$ cat config.mk
export PLATFORM = sky130hd
export DESIGN_NAME = pulse_charge_ctrl
export DESIGN_NICKNAME = d
export VERILOG_FILES = /design/src/rtl/pcc_pkg.sv /design/src/rtl/pcc_interval.sv /design/src/rtl/pcc_charge_timer.sv /design/src/rtl/pcc_seq.sv /design/src/rtl/pulse_charge_ctrl.sv
export SDC_FILE = /design/constraint.sdc
export NUM_CORES = 1
export LEC_CHECK = 0
export BUFFER_PORTS_ARGS = -buffer_cell sky130_fd_sc_hd__buf_2
export CAP_MARGIN = 20
export CORE_MARGIN = 2
export CORE_UTILIZATION = 40
export CTS_CLUSTER_DIAMETER = 60
export DETAILED_ROUTE_END_ITERATION = 6
export PLACE_DENSITY = 0.67
export SLEW_MARGIN = 20
export SYNTH_ARGS = -nofsm -noshare
export SYNTH_HDL_FRONTEND = slang
export SYNTH_SLANG_ARGS = --single-unit
$ cat constraint.sdc
create_clock -name clk -period 3.2 [get_ports clk]
set_clock_uncertainty 0.1 [all_clocks]
set_input_delay 0.64 -clock clk [delete_from_list [all_inputs] [get_ports clk]]
set_output_delay 0.64 -clock clk [all_outputs]
set_load 0.005 [all_outputs]
$ cat src/rtl/pcc_pkg.sv
package pcc_pkg;

    typedef enum logic [2:0] {
        ST_IDLE,
        ST_WAIT,
        ST_BULK,
        ST_HOLD,
        ST_REST
    } seq_state_t;

    localparam logic [1:0] CS_NONE     = 2'd0;
    localparam logic [1:0] CS_CHARGING = 2'd1;
    localparam logic [1:0] CS_PRESENT  = 2'd2;
    localparam logic [1:0] CS_DONE     = 2'd3;

    // Qualified conditions fed to the sequencer each cycle
    typedef struct packed {
        logic v_lb;      // cell at or above low-battery level
        logic v_cv;      // cell at or above constant-voltage level
        logic t_ok;      // temperature inside start window
        logic t_hot;     // temperature above charge maximum
        logic chg;       // charger attached
        logic chg_rise;  // charger just attached
        logic dv;        // measurements valid
        logic start;
        logic stop;
        logic auto_on;
    } seq_in_t;

    // Per-cycle control produced by the sequencer
    typedef struct packed {
        logic launch;     // entering fast charge this cycle
        logic finish;     // completion this cycle
        logic pulse_clr;  // restart the pulse interval
        logic gate_on;    // fast gate driven on
    } seq_ctl_t;

    function automatic logic is_fast(input seq_state_t s);
        return (s == ST_BULK) || (s == ST_HOLD) || (s == ST_REST);
    endfunction

    function automatic logic [1:0] pick_status(input logic done,
                                               input logic active,
                                               input logic present);
        if (done)         return CS_DONE;
        else if (active)  return CS_CHARGING;
        else if (present) return CS_PRESENT;
        else              return CS_NONE;
    endfunction

endpackage

$ cat src/rtl/pcc_interval.sv
module pcc_interval #(
    parameter int unsigned LIMIT = 8,
    parameter int unsigned CW    = $clog2(LIMIT + 1)
) (
    input  logic          clk,
    input  logic          rst,
    input  logic          clr,
    input  logic          en,
    output logic [CW-1:0] cnt
);
    localparam logic [CW-1:0] LAST = CW'(LIMIT - 1);

    always_ff @(posedge clk) begin
        if (rst || clr)
            cnt <= '0;
        else if (en)
            cnt <= (cnt == LAST) ? '0 : cnt + 1'b1;
    end
endmodule

$ cat src/rtl/pcc_charge_timer.sv
module pcc_charge_timer #(
    parameter int unsigned TMW = 8
) (
    input  logic           clk,
    input  logic           rst,
    input  logic           load,
    input  logic [TMW-1:0] load_val,
    input  logic           wr,
    input  logic [TMW-1:0] wdata,
    input  logic           dec,
    output logic           zero
);
    logic [TMW-1:0] val;

    always_ff @(posedge clk) begin
        if (rst)
            val <= '0;
        else if (load)
            val <= load_val;
        else if (wr)
            val <= wdata;
        else if (dec && (val != '0))
            val <= val - 1'b1;
    end

    assign zero = (val == '0);
endmodule

$ cat src/rtl/pcc_seq.sv
module pcc_seq
    import pcc_pkg::*;
#(
    parameter int unsigned DECAY_PERIODS = 15
) (
    input  logic       clk,
    input  logic       rst,
    input  seq_in_t    cin,
    input  logic       probe_win,
    input  logic       pulse_wrap,
    input  logic       timer_zero,
    output seq_state_t state,
    output seq_ctl_t   ctl
);
    localparam int unsigned  DCW       = $clog2(DECAY_PERIODS + 1);
    localparam logic [DCW-1:0] DEC_LAST = DCW'(DECAY_PERIODS - 1);

    seq_state_t     nxt;
    logic [DCW-1:0] decay_cnt, decay_nxt;
    logic           released;

    always_comb begin
        ctl.gate_on = ((state == ST_BULK) || (state == ST_HOLD)) && !probe_win;
        released    = is_fast(state) && !ctl.gate_on;
    end

    always_comb begin
        nxt           = state;
        decay_nxt     = decay_cnt;
        ctl.launch    = 1'b0;
        ctl.finish    = 1'b0;
        ctl.pulse_clr = 1'b0;
        unique case (state)
            ST_IDLE: begin
                if (!cin.stop && (cin.start || (cin.auto_on && cin.chg_rise)))
                    nxt = ST_WAIT;
            end
            ST_WAIT: begin
                if (cin.stop)
                    nxt = ST_IDLE;
                else if (cin.chg && cin.dv && cin.t_ok && cin.v_lb) begin
                    nxt        = ST_BULK;
                    ctl.launch = 1'b1;
                end
            end
            default: begin
                if (cin.stop || (released && !cin.chg)) begin
                    nxt = ST_IDLE;
                end else if (cin.t_hot || timer_zero) begin
                    nxt        = ST_IDLE;
                    ctl.finish = 1'b1;
                end else begin
                    unique case (state)
                        ST_BULK: begin
                            if (cin.v_cv) begin
                                nxt           = ST_HOLD;
                                ctl.pulse_clr = 1'b1;
                            end
                        end
                        ST_HOLD: begin
                            if (pulse_wrap) begin
                                nxt           = ST_REST;
                                ctl.pulse_clr = 1'b1;
                                decay_nxt     = '0;
                            end
                        end
                        default: begin
                            if (!cin.v_cv) begin
                                nxt           = ST_HOLD;
                                ctl.pulse_clr = 1'b1;
                            end else if (pulse_wrap) begin
                                if (decay_cnt == DEC_LAST) begin
                                    nxt        = ST_IDLE;
                                    ctl.finish = 1'b1;
                                end else begin
                                    decay_nxt = decay_cnt + 1'b1;
                                end
                            end
                        end
                    endcase
                end
            end
        endcase
    end

    always_ff @(posedge clk) begin
        if (rst) begin
            state     <= ST_IDLE;
            decay_cnt <= '0;
        end else begin
            state     <= nxt;
            decay_cnt <= decay_nxt;
        end
    end
endmodule

$ cat src/rtl/pulse_charge_ctrl.sv
module pulse_charge_ctrl
    import pcc_pkg::*;
#(
    parameter int unsigned VW            = 10,
    parameter int unsigned TW            = 11,
    parameter int unsigned TMW           = 8,
    parameter int unsigned LB_CODE       = 615,
    parameter int unsigned CV_CODE       = 861,
    parameter int          T_LO          = 0,
    parameter int          T_HI          = 320,
    parameter int          T_MAX         = 400,
    parameter int unsigned PULSE_TICKS   = 875,
    parameter int unsigned DECAY_PERIODS = 15,
    parameter int unsigned TIMER_TICKS   = 56000,
    parameter int unsigned PROBE_PERIOD  = 55,
    parameter int unsigned PROBE_OFF     = 27
) (
    input  logic                 clk,
    input  logic                 rst,
    input  logic                 tick,
    input  logic [VW-1:0]        vcell,
    input  logic signed [TW-1:0] tcell,
    input  logic                 chg_present,
    input  logic                 data_valid,
    input  logic                 start_cmd,
    input  logic                 stop_cmd,
    input  logic                 auto_start,
    input  logic                 status_wr,
    input  logic [TMW-1:0]       timer_init,
    input  logic                 timer_wr,
    input  logic [TMW-1:0]       timer_wdata,
    output logic                 fast_gate_n,
    output logic                 trickle_gate_n,
    output logic [1:0]           status
);
    localparam int unsigned PLW = $clog2(PULSE_TICKS + 1);
    localparam int unsigned PCW = $clog2(PROBE_PERIOD + 1);
    localparam int unsigned SCW = $clog2(TIMER_TICKS + 1);
    localparam logic [VW-1:0]        LB_C    = VW'(LB_CODE);
    localparam logic [VW-1:0]        CV_C    = VW'(CV_CODE);
    localparam logic signed [TW-1:0] TLO_C   = TW'(T_LO);
    localparam logic signed [TW-1:0] THI_C   = TW'(T_HI);
    localparam logic signed [TW-1:0] TMAX_C  = TW'(T_MAX);
    localparam logic [PLW-1:0]       PUL_END = PLW'(PULSE_TICKS - 1);
    localparam logic [PCW-1:0]       WIN_BEG = PCW'(PROBE_PERIOD - PROBE_OFF);
    localparam logic [SCW-1:0]       PRE_END = SCW'(TIMER_TICKS - 1);

    seq_state_t     state;
    seq_ctl_t       ctl;
    seq_in_t        cin;
    logic           chg_q, trickle_q, done_q;
    logic           fast, in_pulse, probe_win, pulse_wrap, timer_dec, timer_zero;
    logic [PLW-1:0] pulse_cnt;
    logic [PCW-1:0] probe_cnt;
    logic [SCW-1:0] pre_cnt;

    assign fast     = is_fast(state);
    assign in_pulse = (state == ST_HOLD) || (state == ST_REST);

    always_comb begin
        cin.v_lb     = (vcell >= LB_C);
        cin.v_cv     = (vcell >= CV_C);
        cin.t_ok     = (tcell >= TLO_C) && (tcell <= THI_C);
        cin.t_hot    = (tcell > TMAX_C);
        cin.chg      = chg_present;
        cin.chg_rise = chg_present && !chg_q;
        cin.dv       = data_valid;
        cin.start    = start_cmd;
        cin.stop     = stop_cmd;
        cin.auto_on  = auto_start;
    end

    pcc_interval #(.LIMIT(PULSE_TICKS), .CW(PLW)) u_pulse (
        .clk(clk), .rst(rst), .clr(ctl.pulse_clr),
        .en(tick && in_pulse), .cnt(pulse_cnt)
    );

    pcc_interval #(.LIMIT(PROBE_PERIOD), .CW(PCW)) u_probe (
        .clk(clk), .rst(rst), .clr(!fast),
        .en(tick && fast), .cnt(probe_cnt)
    );

    pcc_interval #(.LIMIT(TIMER_TICKS), .CW(SCW)) u_prescale (
        .clk(clk), .rst(rst), .clr(!fast),
        .en(tick && fast), .cnt(pre_cnt)
    );

    assign pulse_wrap = tick && in_pulse && (pulse_cnt == PUL_END);
    assign probe_win  = fast && (probe_cnt >= WIN_BEG);
    assign timer_dec  = tick && fast && (pre_cnt == PRE_END);

    pcc_charge_timer #(.TMW(TMW)) u_timer (
        .clk(clk), .rst(rst), .load(ctl.launch), .load_val(timer_init),
        .wr(timer_wr), .wdata(timer_wdata), .dec(timer_dec), .zero(timer_zero)
    );

    pcc_seq #(.DECAY_PERIODS(DECAY_PERIODS)) u_seq (
        .clk(clk), .rst(rst), .cin(cin), .probe_win(probe_win),
        .pulse_wrap(pulse_wrap), .timer_zero(timer_zero && fast),
        .state(state), .ctl(ctl)
    );

    always_ff @(posedge clk) begin
        if (rst) begin
            chg_q     <= 1'b0;
            trickle_q <= 1'b0;
            done_q    <= 1'b0;
        end else begin
            chg_q     <= chg_present;
            trickle_q <= chg_present && !cin.v_lb;
            if (ctl.finish)
                done_q <= 1'b1;
            else if (status_wr)
                done_q <= 1'b0;
        end
    end

    assign fast_gate_n    = !ctl.gate_on;
    assign trickle_gate_n = !trickle_q;
    assign status         = pick_status(done_q, fast || trickle_q, chg_q);
endmodule

==> results of run 1 <==
sequential cells by signal, summed over array words and instances, names as in the netlist:
signal,flops
trickle_q,1
u_pulse.cnt,10
u_seq.decay_cnt,4
chg_q,1
done_q,1
u_prescale.cnt,16
u_probe.cnt,6
u_seq.state,3
u_timer.val,8
metrics by stage:
step / cell area (um2) / setup WS, ps / instances / util (%) / hold WS [ps]
finish: 3490 / 504 / 519 / 47.6 / 388
floorplan: 3060 / 446 / 372 / - / 353
detailed placement: 3400 / 237 / 511 / 46.4 / 378
global route: 3490 / 313 / 519 / 47.6 / 400
CTS: 3490 / 526 / 519 / 47.6 / 393
global placement: 3400 / 275 / 511 / 46.4 / 373
area by class of cell:
type | instances | share of cell area (%)
Multi-Input combinational cell | 295 | 55.7
Tap cell | 99 | 3.55
Inverter | 12 | 1.29
Sequential cell | 50 | 28.7
Clock buffer | 6 | 2.08
Clock inverter | 2 | 0.395
Timing Repair Buffer | 55 | 8.26
worst min path at each step:
stage | endpoint | slack, ps
CTS | done_q | 390
detailed placement | done_q | 380
finish | done_q | 390
global route | done_q | 400
floorplan | done_q | 350
global placement | done_q | 370
layer usage:
layer | track usage, % | wire (um) | part of all wire, % | vias up
met5 | 0 | 0 | 0 | -
met2 | 27.1 | 3050 | 43 | 94
met1 | 25.2 | 3590 | 50 | 1288
met4 | 4.55 | 68 | 0.96 | 0
li1 | - | - | - | 1455
met3 | 3.07 | 404 | 5.7 | 5
cell usage after synthesis (8+ instances only):
cell	count	area, um2
xnor2_1	12	105
nand4_1	9	56.3
nand3_1	21	105
nor3_1	15	75.1
ha_1	9	113
nand2_1	24	90.1
or4_1	8	60.1
inv_1	12	45.0
nor2_1	47	176
dfxtp_1	50	1000
clkbuf_1	10	37.5
nand2b_1	9	56.3
a21oi_1	14	70.1
o211ai_1	9	67.6
xor2_1	21	184
worst min-delay path, stage by stage, from the launching register on:
cell,delay (ps)
dfxtp_1,330
nand2b_1,70
a21oi_1,50
power by group:
part	total, uW	internal, uW	switching [uW]
logic	130	63.2	67.3
registers	645	632	13.1
clock network	368	155	213
kinds of logic (layout without fill, tap and decap cells):
group           count (synthesis)  count (layout)  share of synthesized area, %
simple gates                  182             182                          32.7
buf+inv                        27              75                          3.88
flops                          50              50                          32.7
compound gates                 65              65                          15.5
mux                             6               6                          2.04
fa+ha+maj                       9               9                          3.68
xor+xnor                       33              33                          9.44
==> impl_metrics.ini, run 1 <==
[detailed_routing]
drtPass1Iterations = 4
drc = 0
detail-route-antenna-nets = 0
vias = 2842
wirelength_um = 7120
wl_per_cell_um = 13.7
vias_per_cell = 5.48
drt_iter0_drc = 145

[logic_synthesis]
syn_avg_cell_area_um2 = 8.23
synthCells = 372
synth_edf_count = 0
synthesis.area_um2 = 3060
ys_warn_count = 0
ys_seq_area_share_pct = 32.7
syn_nets = 428
ys_async_sr_fraction_pct = 0
synth-seq-cells = 50
ys_types = 66
yosys_most_used_dff = dfxtp_1

[layout]
seq_area_um2 = 1000
multiInputGateArea_um2 = 1940
mostFrequentLayoutCells = dfxtp_1 (50), buf_2 (50), nor2_1 (47)
fillers = 718
area_growth_pct = 13.9
drive_gt1_share_pct = 18.1
diodes = 0
nets = 475

[worst_setup_path]
timing.rr.end = u_seq.decay_cnt[3]
start_kind = flop
cp_slowest_cell = dfxtp_1
cp-startpoint = u_seq.state[0]
critPathBufInv = 0
worst_ep_arrival_time_ps = 2830
critPathMaxStageDelay_ps = 580
end_kind = flop
crit_family = simple AND/OR/NAND/NOR gates
r2r_cells = 6
critPathMaxFanout = 13
worstSetupEndpoint = u_seq.decay_cnt[3]
crit_cells = 6
critPathKind = flop to flop
r2r-start = u_seq.state[0]
cp_cell_sequence = nor3b_2 -> a221oi_1 -> nand2_1 -> or3_1 -> or4_1 -> a21oi_1
required_ps = 3330
rrSetupSlack_ps = 500

[sta]
rsz0062_at_grt = no
setup_tns_ps = 0
final_hold_viol_count = 0
finalCriticalPeriod_ps = 2700
finalSetupViolCount = 0
fin_crit_sh_pct = 84.2
finalMaxSlewViolations = 0
fmax_mhz = 371
max_slew.worst_pin.slew_ps = 800
slew_headroom_pct = 46.6

[floorplan]
die_h_um = 91.5
start_util_pct = 41.8
dieWidth_um = 91.5
core_area_um2 = 7330
ios = 51
rows = 31
fp.dieArea_um2 = 8370

[power]
p_leak_uw = 0.00129
vdd_drop_max_mv = 0.148
pwr_density_cell_nw_per_um2 = 328
power_uw = 1140

[cts]
cts_resized = 0
cts_setup_buffers = 0
cts_buffer_depth = 2
cts_tree = built
hold_buffers = 0
clkSinkCount = 50
cts.clk_slew.worst_paths_ps = 90
clk_latency_ps = 300
ctsRootBufferMaster = clkbuf_8
cts_max_level = 2
cts_buffers = 5

[global_route]
grt_max_degree = 23
gr-total-overflow = 0
grt_pass1_wl_um = 12200
grt_use_total_pct = 17.6
antenna_found_initial = 0
grt_pass1_vias = 2617

[status]
status = finished, final reports clean

[place]
gp_congestion = 0.840
dp_hpwl_um = 5380
portBuffers = 50

[min_path]
holdPathStages = 2
min_path_type = flop to flop
hp-start = done_q

[run]
drv_cap = 0
No activity file was read; power rests on OpenSTA's default activity.
==> inputs of run 2 (changes only) <==
==> constraint.sdc (replaced) <==
create_clock -name clk -period 2.7 [get_ports clk]
set_clock_uncertainty 0.1 [all_clocks]
set_input_delay 0.54 -clock clk [delete_from_list [all_inputs] [get_ports clk]]
set_output_delay 0.54 -clock clk [all_outputs]
set_load 0.005 [all_outputs]
==> run 2 against run 1 <==
  * Total power is 21% higher
  * Clock power rose by 24%
  * Wire length decreased by 0.13%
  * Worst setup slack worse by 240 ps
  * Highest routed layer unchanged
  * Critical endpoint unchanged
  * Combinational power rose by 28%
  * Largest power group unchanged
  * Largest cell class unchanged
  * First-iteration DRC count rose by 34%
  * Via count up 0.67%
  * Sequential power rose by 18%
  * Non-clock buffer count increased by 12
==> impl_metrics.ini, run 2 (same netlist as run 1, synthesis figures left out) <==
[cts]
cts_buffers = 5
clk_latency_ps = 300
cts_resized = 0
clkSinkCount = 50
cts_max_level = 2
cts_setup_buffers = 0
cts_tree = built
hold_buffers = 0
cts_buffer_depth = 2
cts.clk_slew.worst_paths_ps = 90
ctsRootBufferMaster = clkbuf_8

[detailed_routing]
wirelength_um = 7110
vias = 2861
drt_iter0_drc = 195
drtPass1Iterations = 5
wl_per_cell_um = 13.4
drc = 0
detail-route-antenna-nets = 0
vias_per_cell = 5.39

[layout]
mostFrequentLayoutCells = dfxtp_1 (50), buf_2 (50), nor2_1 (47)
area_growth_pct = 17.1
drive_gt1_share_pct = 20.6
nets = 487
largest_register_ffs = 16
largestRegisters = u_prescale.cnt: 16 flops, u_pulse.cnt: 10 flops, u_timer.val: 8 flops
largest_register = u_prescale.cnt
diodes = 0

[status]
status = finished, final reports clean

[sta]
setup_ws_ps = 260
fmax_mhz = 410
slew_headroom_pct = 58.9
finalMaxSlewViolations = 0
final_hold_viol_count = 0
max_slew.worst_pin.slew_ps = 610
fin_crit_sh_pct = 90.4
finalSetupViolCount = 0
finalCriticalPeriod_ps = 2440
rsz0062_at_grt = no

[floorplan]
start_util_pct = 41.8
rows = 31
dieWidth_um = 91.5
die_h_um = 91.5
core_area_um2 = 7330
fp.dieArea_um2 = 8370
ios = 51

[worst_setup_path]
end_kind = flop
required_ps = 2840
critPathKind = flop to flop
critPathBufInv = 0
cp_cell_sequence = nor2b_1 -> a221oi_1 -> nand2_1 -> or3_1 -> or4_1 -> a21oi_1
crit_family = simple AND/OR/NAND/NOR gates
start_kind = flop
worst_ep_arrival_time_ps = 2580
critPathMaxStageDelay_ps = 490
critPathMaxFanout = 5
cp_slowest_cell = or3_1

[power]
p_leak_uw = 0.00135
power_uw = 1390
vdd_drop_max_mv = 0.171
pwr_density_cell_nw_per_um2 = 387

[global_route]
gr-total-overflow = 0
grt_max_degree = 23
grt_pass1_vias = 2685
grt_pass1_wl_um = 12000
grt_use_total_pct = 17.5
antenna_found_initial = 0

[run]
drv_cap = 0

[place]
gp_congestion = 0.881
dp_hpwl_um = 5450
pre_cts_ws_ps = -57.1
portBuffers = 50

[min_path]
min_path_type = input pin to flop
==> run 2: cell types whose count changed in the layout (fill, tap and decap cells not counted), sizes merged <==
cell / before / now
clkinv: 2 / 1
buf: 55 / 67
clkinvlp: 0 / 1
==> run 2: path summary, 6_finish.rpt <==
check                      start                 end  slack (ps)  depth (start not counted)
setup / recovery  u_seq.state[1]  u_seq.decay_cnt[3]         260                          6
hold / removal     timer_init[0]      u_timer.val[0]         370                          3
setup reg to reg  u_seq.state[1]  u_seq.decay_cnt[3]         260                          6
hold reg to reg           done_q              done_q         390                          2
==> run 2: worst register-to-register path: stages, from the launching register on <==
cell and delay [ps]:
dfxtp_1 340, nor2b_1 210, a221oi_1 440, nand2_1 170
or3_1 490, or4_1 490, a21oi_1 150
==> run 2: through the flow <==
step / TNS, ps / cells / utilization (%) / hold WS [ps] / area [um2]
final: 0 / 531 / 48.9 / 370 / 3580
after floorplan: 0 / 372 / - / 353 / 3060
after global routing: 0 / 531 / 48.9 / 372 / 3580
after detailed placement: -57.1 / 523 / 47.6 / 382 / 3490
after global placement: -15.1 / 523 / 47.6 / 374 / 3490
after CTS: 0 / 531 / 48.9 / 363 / 3580
==> run 2: cell type report <==
cell class | count | area, um2
clock buffer | 6 | 82.6
clock inverter | 2 | 12.5
fill | 712 | 3750
inverter | 12 | 45.0
multi-input combinational | 295 | 1940
sequential | 50 | 1000
tap | 99 | 124
timing repair buffer | 67 | 378
==> run 2: power by group <==
group	total, uW	switching, uW	leakage [uW]	internal [uW]
Clock	458	252	0.0000472	206
Sequential	761	12.9	0.000405	748
Combinational	167	85.2	0.000900	81.8
==> run 2: layer usage <==
layer  vias up  wire length (um)  share of wire [%]  GRT usage (%)
met5         -                 0                  0              0
met4         0                78                1.1           5.43
met3         6               376                5.3           3.07
met2        89              3160                 45           29.0
met1      1293              3490                 49           23.0
li1       1473                 -                  -              -
==> inputs of run 3 (changes only) <==
--- a/config.mk
+++ b/config.mk
@@ -8,10 +8,10 @@
 export BUFFER_PORTS_ARGS = -buffer_cell sky130_fd_sc_hd__buf_2
 export CAP_MARGIN = 20
 export CORE_MARGIN = 2
-export CORE_UTILIZATION = 40
+export CORE_UTILIZATION = 57
 export CTS_CLUSTER_DIAMETER = 60
 export DETAILED_ROUTE_END_ITERATION = 6
-export PLACE_DENSITY = 0.67
+export PLACE_DENSITY = 0.88
 export SLEW_MARGIN = 20
 export SYNTH_ARGS = -nofsm -noshare
 export SYNTH_HDL_FRONTEND = slang
==> run 3 against run 2 <==
  * Register-to-register slack got worse by 30 ps
  * Highest routed layer unchanged
  * Die area fell by 29%
  * Critical endpoint unchanged
  * Worst hold slack got worse by 4.6 ps
  * Final cell count fell by 6.2%
  * Utilization rose by 20 points
  * Critical path type is now input pin to flop
==> impl_metrics.ini, run 3 (same netlist as run 1, synthesis figures left out) <==
[detailed_routing]
wl_per_cell_um = 14.4
drc = 0
vias_per_cell = 6.04
detail-route-antenna-nets = 0
wirelength_um = 7190
drt_iter0_drc = 161
vias = 3007
drtPass1Iterations = 4

[sta]
finalSetupViolCount = 0
finalMaxSlewViolations = 0
rsz0062_at_grt = no
fin_crit_sh_pct = 91.6
finalCriticalPeriod_ps = 2470
setup_ws_ps = 227
slew_headroom_pct = 61.6
final_hold_viol_count = 0
max_slew.worst_pin.slew_ps = 570
fmax_mhz = 404

[place]
pre_cts_ws_ps = -85.1
portBuffers = 50
placed_cells = 490
dp_hpwl_um = 5510
gp_congestion = 0.860

[status]
status = finished, final reports clean

[run]
drv_cap = 0

[worst_setup_path]
cp_cell_sequence = buf_2 -> or4_4 -> a211oi_2 -> o22ai_2 -> or3_1 -> or4_1 -> a21oi_1
r2r_cells = 6
critPathMaxStageDelay_ps = 530
start_kind = input pin
critPathKind = input pin to flop
required_ps = 2840
worst_ep_arrival_time_ps = 2620
cp_slowest_cell = or4_4
critPathMaxFanout = 7
end_kind = flop

[floorplan]
fp.dieArea_um2 = 5970
rows = 26
start_util_pct = 59.6
die_h_um = 77.3
dieWidth_um = 77.3
core_area_um2 = 5140
ios = 51

[global_route]
grt_max_degree = 23
grt_use_total_pct = 25.4
grt_pass1_wl_um = 12600
antenna_found_initial = 0
grt_pass1_vias = 2862
gr-total-overflow = 0

[layout]
largestRegisters = u_prescale.cnt: 16 flops, u_pulse.cnt: 10 flops, u_timer.val: 8 flops
nets = 483
mostFrequentLayoutCells = dfxtp_1 (50), buf_2 (50), nor2_1 (47)
area_growth_pct = 15.5
layout.cells.non_filler = 498
diodes = 0
largest_register = u_prescale.cnt
drive_gt1_share_pct = 19.9
fillers = 436
fin_util_pct = 68.8
largest_register_ffs = 16

[min_path]
holdPathStages = 3
min_path_type = input pin to flop

[cts]
clk_latency_ps = 310
cts_buffers = 5
clkSinkCount = 50
hold_buffers = 0
cts.clk_slew.worst_paths_ps = 90
ctsRootBufferMaster = clkbuf_8
cts_resized = 0
cts_max_level = 2
cts_setup_buffers = 0
cts_tree = built
cts_buffer_depth = 2

[power]
p_leak_uw = 0.00135
pwr_density_cell_nw_per_um2 = 415
vdd_drop_max_mv = 0.286
p_switching_uw = 360
pwr-share-comb_pct = 11.4
power.internal_uw = 1110
power_uw = 1470
clkPwrFrac_pct = 36.8
swShare_pct = 24.5
pwr-share-seq_pct = 51.8
==> run 3: cell types whose count changed in the layout (fill, tap and decap cells not counted), sizes merged <==
cell	delta
inv	+1
buf	-4
clkinvlp	-1
bufinv	+1
clkbuf	-1
==> run 3: through the flow <==
stage                     setup TNS [ps]  hold WS, ps  instance area [um2]
after floorplan                        0          353                 3060
after global placement             -34.2          366                 3420
after detailed placement           -88.9          386                 3420
after CTS                              0          362                 3540
after global routing                   0          373                 3540
final                                  0          366                 3540
==> run 3: worst paths after layout <==
path | startpoint | to | slack [ps]
worst max-delay path | tcell[0] | u_seq.decay_cnt[3] | 230
worst min-delay path | timer_init[3] | u_timer.val[3] | 370
worst max register to register | u_seq.state[1] | u_seq.decay_cnt[3] | 230
worst min register to register | done_q | done_q | 400
==> run 3: routing by layer <==
| layer | GRT usage (%) | routed length (um) | vias to the layer above |
|---|---|---|---|
| met1 | 32.4 | 3220 | 1412 |
| met5 | 0 | 0 | - |
| met4 | 10.0 | 147 | 0 |
| li1 | - | - | 1473 |
| met3 | 3.88 | 398 | 15 |
| met2 | 42.9 | 3420 | 107 |
==> run 3: worst max-delay path: cells and delay by family <==
kind	cells	cell delay, ps
AND/OR/NAND/NOR	3	1500
AO/OA/AOI/OAI	3	470
buffers and inverters	1	100
==> run 3: power groups by stage <==
stage,combinational (uW),sequential (uW),clock [uW]
2_1_floorplan,96.7,774,0
3_5_place_dp,165,777,0
5_1_grt,186,763,569
4_1_cts,166,760,547
6_report,167,760,541
3_3_place_gp,159,776,0
==> run 3: layout make-up <==
cell class / count / area (um2) / share of cell area (%)
Multi-Input combinational cell: 295 / 1940 / 54.9
Sequential cell: 50 / 1000 / 28.3
Timing Repair Buffer: 63 / 348 / 9.84
Tap cell: 70 / 87.6 / 2.48
Clock buffer: 5 / 68.8 / 1.95
Inverter: 12 / 45.0 / 1.27
Clock inverter: 3 / 43.8 / 1.24
